`config.mk`:
```
export PLATFORM = sky130hd
export DESIGN_NAME = irq_latch_router
export DESIGN_NICKNAME = d
export VERILOG_FILES = /design/src/rtl/irq_lr_pkg.sv /design/src/rtl/irq_req_latch.sv /design/src/rtl/irq_isr_ceiling.sv /design/src/rtl/irq_pin_router.sv /design/src/rtl/irq_latch_router.sv
export SDC_FILE = /design/constraint.sdc
export NUM_CORES = 1
export LEC_CHECK = 0
export BUFFER_PORTS_ARGS = -buffer_cell sky130_fd_sc_hd__buf_4
export CORE_MARGIN = 2
export CORE_UTILIZATION = 45
export DETAILED_ROUTE_END_ITERATION = 8
export GPL_TIMING_DRIVEN = 1
export HOLD_SLACK_MARGIN = 0.15
export PLACE_DENSITY = 0.8
export SETUP_SLACK_MARGIN = 0.2
export SYNTH_ARGS = -nofsm -noshare
export SYNTH_HDL_FRONTEND = slang
export SYNTH_HIERARCHICAL = 1
export SYNTH_SLANG_ARGS = --single-unit
```
`constraint.sdc`:
```
create_clock -name clk -period 1.7 [get_ports clk]
set_input_delay 0.17 -clock clk [delete_from_list [all_inputs] [get_ports clk]]
set_output_delay 0.17 -clock clk [all_outputs]
set_load 0.05 [all_outputs]
```
`src/rtl/irq_lr_pkg.sv`:
```
package irq_lr_pkg;
    // Default geometry of the request latch and router
    localparam int unsigned DEF_NCPU   = 2;
    localparam int unsigned DEF_PRIO_W = 4;
    localparam int unsigned DEF_SRC_W  = 5;
    localparam int unsigned DEF_NSRC   = 25;
endpackage

```
`src/rtl/irq_req_latch.sv`:
```
module irq_req_latch #(
    parameter int unsigned PRIO_W = 4,
    parameter int unsigned SRC_W  = 5
) (
    input  logic              clk,
    input  logic              rst_n,
    input  logic              ack_i,
    input  logic              sel_valid_i,
    input  logic [PRIO_W-1:0] sel_prio_i,
    input  logic [SRC_W-1:0]  sel_src_i,
    output logic              lat_valid_o,
    output logic [PRIO_W-1:0] lat_prio_o,
    output logic [SRC_W-1:0]  lat_src_o
);
    typedef struct packed {
        logic              valid;
        logic [PRIO_W-1:0] prio;
        logic [SRC_W-1:0]  src;
    } req_t;

    req_t lat_d, lat_q;

    // Frozen during acknowledge, otherwise the pipeline stage after the selector
    always_comb begin
        lat_d = lat_q;
        if (!ack_i) begin
            lat_d.valid = sel_valid_i;
            lat_d.prio  = sel_prio_i;
            lat_d.src   = sel_src_i;
        end
    end

    always_ff @(posedge clk or negedge rst_n) begin
        if (!rst_n) lat_q <= '0;
        else        lat_q <= lat_d;
    end

    assign lat_valid_o = lat_q.valid;
    assign lat_prio_o  = lat_q.prio;
    assign lat_src_o   = lat_q.src;

    assert_hold_on_ack_R3: assert property (@(posedge clk) disable iff (!rst_n)
        $past(rst_n) && $past(ack_i) |-> $stable(lat_valid_o) && $stable(lat_prio_o) && $stable(lat_src_o));

    assert_follow_sel_R2: assert property (@(posedge clk) disable iff (!rst_n)
        $past(rst_n) && !$past(ack_i) |->
            lat_valid_o == $past(sel_valid_i) && lat_prio_o == $past(sel_prio_i) && lat_src_o == $past(sel_src_i));
endmodule

```
`src/rtl/irq_isr_ceiling.sv`:
```
module irq_isr_ceiling #(
    parameter int unsigned PRIO_W = 4,
    localparam int unsigned NLVL  = 1 << PRIO_W
) (
    input  logic [NLVL-1:0]   map_i,
    output logic [PRIO_W-1:0] ceil_o
);
    // Highest set level among 1..NLVL-1; level 0 means nothing in service
    always_comb begin
        ceil_o = '0;
        for (int lvl = 1; lvl < NLVL; lvl++) begin
            if (map_i[lvl]) ceil_o = PRIO_W'(lvl);
        end
    end
endmodule

```
`src/rtl/irq_pin_router.sv`:
```
module irq_pin_router #(
    parameter int unsigned PRIO_W = 4,
    parameter int unsigned SRC_W  = 5,
    parameter int unsigned NSRC   = 25
) (
    input  logic              clk,
    input  logic              rst_n,
    input  logic              ack_i,
    input  logic              lat_valid_i,
    input  logic [PRIO_W-1:0] lat_prio_i,
    input  logic [SRC_W-1:0]  lat_src_i,
    input  logic [PRIO_W-1:0] ceil_i,
    input  logic [PRIO_W-1:0] task_i,
    input  logic [NSRC-1:0]   dest_i,
    output logic              int_o
);
    typedef struct packed {
        logic pin;
    } rt_t;

    rt_t  rt_d, rt_q;
    logic dest_hit;

    // Destination lookup; indices at or above NSRC never match
    always_comb begin
        dest_hit = 1'b0;
        for (int s = 0; s < NSRC; s++) begin
            if (lat_src_i == SRC_W'(s)) dest_hit = dest_i[s];
        end
    end

    always_comb begin
        rt_d = rt_q;
        if (ack_i) begin
            rt_d.pin = 1'b0;
        end else begin
            rt_d.pin = lat_valid_i && (lat_prio_i != '0) && (lat_prio_i > task_i)
                       && (lat_prio_i > ceil_i) && dest_hit;
        end
    end

    always_ff @(posedge clk or negedge rst_n) begin
        if (!rst_n) rt_q <= '0;
        else        rt_q <= rt_d;
    end

    assign int_o = rt_q.pin;

    assert_drop_after_ack_R9: assert property (@(posedge clk) disable iff (!rst_n)
        ack_i |=> !int_o);

    assert_nonzero_valid_R5: assert property (@(posedge clk) disable iff (!rst_n)
        int_o |-> $past(lat_valid_i) && $past(lat_prio_i) != '0);

    assert_strict_over_task_R6: assert property (@(posedge clk) disable iff (!rst_n)
        int_o |-> $past(lat_prio_i) > $past(task_i) && $past(lat_prio_i) > $past(ceil_i));

    assert_src_in_range_R8: assert property (@(posedge clk) disable iff (!rst_n)
        int_o |-> $past(lat_src_i) < SRC_W'(NSRC));
endmodule

```
`src/rtl/irq_latch_router.sv`:
```
module irq_latch_router
    import irq_lr_pkg::*;
#(
    parameter int unsigned NCPU   = DEF_NCPU,
    parameter int unsigned PRIO_W = DEF_PRIO_W,
    parameter int unsigned SRC_W  = DEF_SRC_W,
    parameter int unsigned NSRC   = DEF_NSRC,
    localparam int unsigned NLVL  = 1 << PRIO_W
) (
    input  logic                   clk,
    input  logic                   rst_n,
    input  logic [NCPU-1:0]        sel_valid_i,
    input  logic [NCPU*PRIO_W-1:0] sel_prio_i,
    input  logic [NCPU*SRC_W-1:0]  sel_src_i,
    input  logic [NCPU-1:0]        ack_i,
    input  logic [NCPU*NLVL-1:0]   isr_map_i,
    input  logic [NCPU*PRIO_W-1:0] task_prio_i,
    input  logic [NCPU*NSRC-1:0]   dest_mask_i,
    output logic [NCPU-1:0]        vec_valid_o,
    output logic [NCPU*PRIO_W-1:0] vec_prio_o,
    output logic [NCPU*SRC_W-1:0]  vec_src_o,
    output logic [NCPU-1:0]        int_o
);
    for (genvar c = 0; c < NCPU; c++) begin : g_cpu
        logic              lat_valid;
        logic [PRIO_W-1:0] lat_prio;
        logic [SRC_W-1:0]  lat_src;
        logic [PRIO_W-1:0] ceil;

        irq_req_latch #(.PRIO_W(PRIO_W), .SRC_W(SRC_W)) u_latch (
            .clk         (clk),
            .rst_n       (rst_n),
            .ack_i       (ack_i[c]),
            .sel_valid_i (sel_valid_i[c]),
            .sel_prio_i  (sel_prio_i[c*PRIO_W +: PRIO_W]),
            .sel_src_i   (sel_src_i[c*SRC_W +: SRC_W]),
            .lat_valid_o (lat_valid),
            .lat_prio_o  (lat_prio),
            .lat_src_o   (lat_src)
        );

        irq_isr_ceiling #(.PRIO_W(PRIO_W)) u_ceil (
            .map_i  (isr_map_i[c*NLVL +: NLVL]),
            .ceil_o (ceil)
        );

        irq_pin_router #(.PRIO_W(PRIO_W), .SRC_W(SRC_W), .NSRC(NSRC)) u_router (
            .clk         (clk),
            .rst_n       (rst_n),
            .ack_i       (ack_i[c]),
            .lat_valid_i (lat_valid),
            .lat_prio_i  (lat_prio),
            .lat_src_i   (lat_src),
            .ceil_i      (ceil),
            .task_i      (task_prio_i[c*PRIO_W +: PRIO_W]),
            .dest_i      (dest_mask_i[c*NSRC +: NSRC]),
            .int_o       (int_o[c])
        );

        assign vec_valid_o[c]                  = lat_valid;
        assign vec_prio_o[c*PRIO_W +: PRIO_W]  = lat_prio;
        assign vec_src_o[c*SRC_W +: SRC_W]     = lat_src;

        // the pin can only be high over a request above the ceiling seen at the previous edge
        assert_above_ceiling_R7: assert property (@(posedge clk) disable iff (!rst_n)
            int_o[c] |-> !$past(isr_map_i[c*NLVL + int'(lat_prio)]));
    end
endmodule

```
==> flow_metrics.py <==
metrics = {
    "logic_synthesis": {
        "yosys.area_share.simple_pct": 23.33,
        "synthCells": 266,
        "synth_top_family_by_area": "simple AND/OR/NAND/NOR gates",
        "ys_warn_count": 6,
        "synth_xor_area_share_pct": 0,
        "synth.mux.area_fraction_pct": 19.17,
        "ys_ff_latch": 22,
        "syn_nets": 396,
        "ys_types": 45,
        "synth-compound-area-share_pct": 17.40,
        "avgSynthCellArea_um2": 9.031,
        "syn_area_mm2": 0.002402,
        "synthAdderAreaFrac_pct": 8.333,
        "seq_area_frac_synth_pct": 22.92,
    },
    "floorplan": {
        "rows": 26,
        "die_w_um": 77.07,
        "io_pins": 136,
        "die_h_um": 77.07,
        "initial_utilization_pct": 46.74,
        "core_region_area_mm2": 0.005140,
        "design.die.area_mm2": 0.005939,
    },
    "sta": {
        "hold_viol": 0,
        "finalCritPeriodShare_pct": 101.6,
        "worst_pin_slew_ns": 0.3780,
        "grt_setup_unrepaired": "yes",
        "max_freq_mhz": 579.0,
        "min_period_ns": 1.727,
        "relSlewSlack_pct": 74.59,
        "setup_viol": 2,
        "setup_ws_ns": -0.02707,
        "drv_slew": 0,
        "finalClockSkew_ns": 0.001842,
    },
    "drt": {
        "post_drt_wl_per_cell_um": 14.76,
        "drt_first_iter_violations": 121,
        "first_pass_iters": 6,
        "drc": 0,
        "viasPerCell": 5.344,
        "ant_nets": 0,
        "vias": 2704,
        "wirelength_um": 7468,
    },
    "setup_path": {
        "cp_top_family": "compound AO/OA/AOI/OAI gates",
        "cp.arrival_ns": 1.91,
        "end_kind": "register",
        "crit_buf_inv": 1,
        "critical_path.max_fanout": 2,
        "critPathRequiredTime_ns": 1.88,
        "max_stage_delay_ns": 0.36,
        "worstPathCellList": "buf_6 -> or3b_1 -> a311oi_1 -> a31oi_1 -> ha_1 -> nand4_1 -> nand4_1 -> a31oi_1 -> o2111ai_1 -> a211oi_2",
        "crit_path_top_delay_cell": "or3b_1",
        "crit_path_start_kind": "input pin",
        "path_class": "in -> reg",
    },
    "clock_network": {
        "cts_htree_levels": 1,
        "clk_path_buf_depth": 2,
        "cts_sinks": 22,
        "cts-root-buf": "clkbuf_8",
        "clkTransAtPathRegs_ns": 0.08,
        "clk-insertion-delay-late_ns": 0.26,
        "cts_made_buffers": 3,
        "cts_tree": "done",
    },
    "placement": {
        "dp.cells": 480,
        "dpl.hpwl_um": 5736,
        "port_buffers": 133,
        "gp_routability_congestion": 0.8636,
    },
    "power": {
        "ir_worst_vdd_v": 0.0006245,
        "p_leak_uw": 0.001938,
        "p_per_area_mw_per_mm2": 547.9,
        "finalPower_uw": 2136,
    },
    "cells_and_area": {
        "area_growth_pct": 62.24,
        "nets": 567,
        "layout-drive-gt1-share_pct": 46.56,
        "diodes": 0,
        "stdcell_count": 506,
    },
    "run_status": {
        "violations": "negative setup slack",
        "status": "finished with violations",
    },
    "global_route": {
        "grt.total_usage_pct": 23.67,
        "grt_pass1_vias": 2681,
        "grt_pass1_wl_um": 11800,
        "antenna_found_initial": 0,
        "gr-total-overflow": 0,
        "grt_max_degree": 23,
    },
    "worst_hold_path": {
        "min_path_type": "in -> reg",
    },
    "run": {
        "maxCapViolCount": 0,
    },
}
==> metrics by stage <==
stage                     setup TNS [ns]  cell area (um^2)  hold WS (ns)  setup WS [ns]  utilization, %
after floorplan                 -0.09414              2407       -0.1256       -0.04707               -
after global placement           -0.4725              3551       0.07482        -0.2378           69.08
after detailed placement         -0.6410              3551       0.07505        -0.3419           69.08
after CTS                       -0.02889              3827        0.2878       -0.02353           74.46
after global routing             -0.2454              3897        0.3220        -0.1440           75.83
final                           -0.04626              3897        0.3058       -0.02707           75.83
==> layout by cell type (no fill, tap or decap), drive strengths merged, types with 4 or more instances in the layout <==
cell	count
dfrtp	22
nor3	8
inv	22
nor2b	4
ha	16
o21ai	14
nor4	4
mux2i	16
a31oi	4
nand4	6
a21oi	12
nand2	12
nor4b	4
clkbuf	4
mux2	20
a221o	4
nand3	6
dlygate4sd3	21
nor2	24
nand3b	4
buf	159
nand2b	10
nand4b	4
==> path summary, 6_finish.rpt <==
path	start	to	slack, ns	cells past startpoint
worst max-delay path	isr_map_i[25]	g_cpu[1].u_router/int_o$_DFF_PN0_	-0.03	10
worst min-delay path	dest_mask_i[24]	g_cpu[0].u_router/int_o$_DFF_PN0_	0.31	5
worst max register to register	g_cpu[1].u_latch/lat_src_o[0]$_DFFE_PN0N_	g_cpu[1].u_router/int_o$_DFF_PN0_	0.02	6
worst min register to register	g_cpu[1].u_latch/lat_valid_o$_DFFE_PN0N_	g_cpu[1].u_latch/lat_valid_o$_DFFE_PN0N_	0.56	1
max in group asynchronous	rst_n	g_cpu[0].u_latch/lat_src_o[0]$_DFFE_PN0N_	1.12	2
min in group asynchronous	rst_n	g_cpu[1].u_latch/lat_src_o[0]$_DFFE_PN0N_	0.34	2
==> synth_stat cells (all sizes together) <==
cell type   n  area (um^2)
or4         2        15.01
and2b       2        15.01
or3b        2        17.52
o21bai      2        15.01
nand3       6        30.03
inv        22        82.58
o2bb2ai     2        17.52
o21a        2        15.01
clkbuf      2        10.01
nor2b       4        25.02
nand3b      4        30.03
mux2i      16        160.2
nor4        4        25.02
a2bb2oi     2        17.52
o311ai      2        17.52
a311oi      2        17.52
nor3        8        40.04
o2111ai     2        17.52
a31oi       4        25.02
a221o       4        40.04
nand2      12        45.04
nor3b       2        15.01
o221ai      2        17.52
mux2       20        300.3
nand2b     10        62.56
buf        12        120.1
a22oi       2        15.01
nor2       24        95.09
a311o       2        20.02
a21oi      12        60.06
nor4b       4        60.06
o21ai      14        70.07
a211oi      2        25.02
o22ai       2        12.51
o31ai       2        15.01
nand4b      4        35.03
or3         2        12.51
ha         16        200.2
dfrtp      22        550.5
nand4       6        37.54
==> per-layer routing <==
metal,global-route usage [%],vias up,part of all wire (%)
met5,0,-,0
met4,5.536,0,2.2
met3,4.706,16,4.5
met2,43.86,85,54
met1,27.94,1270,39
li1,-,1333,-
==> cell families after synthesis <==
logic type,Yosys count
AO/OA/AOI/OAI,60
buffers and inverters,36
AND/OR/NAND/NOR,96
adder cells (fa/ha/maj),16
multiplexers,36
flip-flops,22
==> registers in the layout, indices dropped and copies added (netlist names) <==
signal,cells
g_cpu.u_latch/lat_src_o,10
g_cpu.u_latch/lat_prio_o,8
g_cpu.u_latch/lat_valid_o,2
g_cpu.u_router/int_o,2
==> area by class of cell <==
| class | count | area [um^2] |
|---|---|---|
| fill | 375 | 1242 |
| multi-input combinational | 208 | 1697 |
| timing repair buffer | 180 | 1415 |
| tap | 70 | 87.58 |
| clock buffer | 4 | 55.05 |
| sequential | 22 | 560.5 |
| inverter | 22 | 82.58 |
==> worst min-delay path: cells and delay by family <==
kind	cells	cell delay [ns]
buf+inv	2	0.15
compound gates	3	0.21
==> power by group <==
group	total [uW]	leakage, uW	internal [uW]	switching, uW
Sequential	685	0.000258	575	110
Clock	366	0.0000288	206	160
Combinational	1090	0.00165	570	515
Total	2140	0.00194	1350	784
==> what timing repair did <==
item | 4_1_cts | 5_1_grt
endpoints found under the setup margin | 2 | 2
setup buffers | 0 | 1
pin swaps | 1 | 9
gates resized for setup | 4 | 12
endpoints found under the hold margin | 42 | 0
hold buffers | 21 | 0
Note: power is estimated with default switching activity, not from simulation.
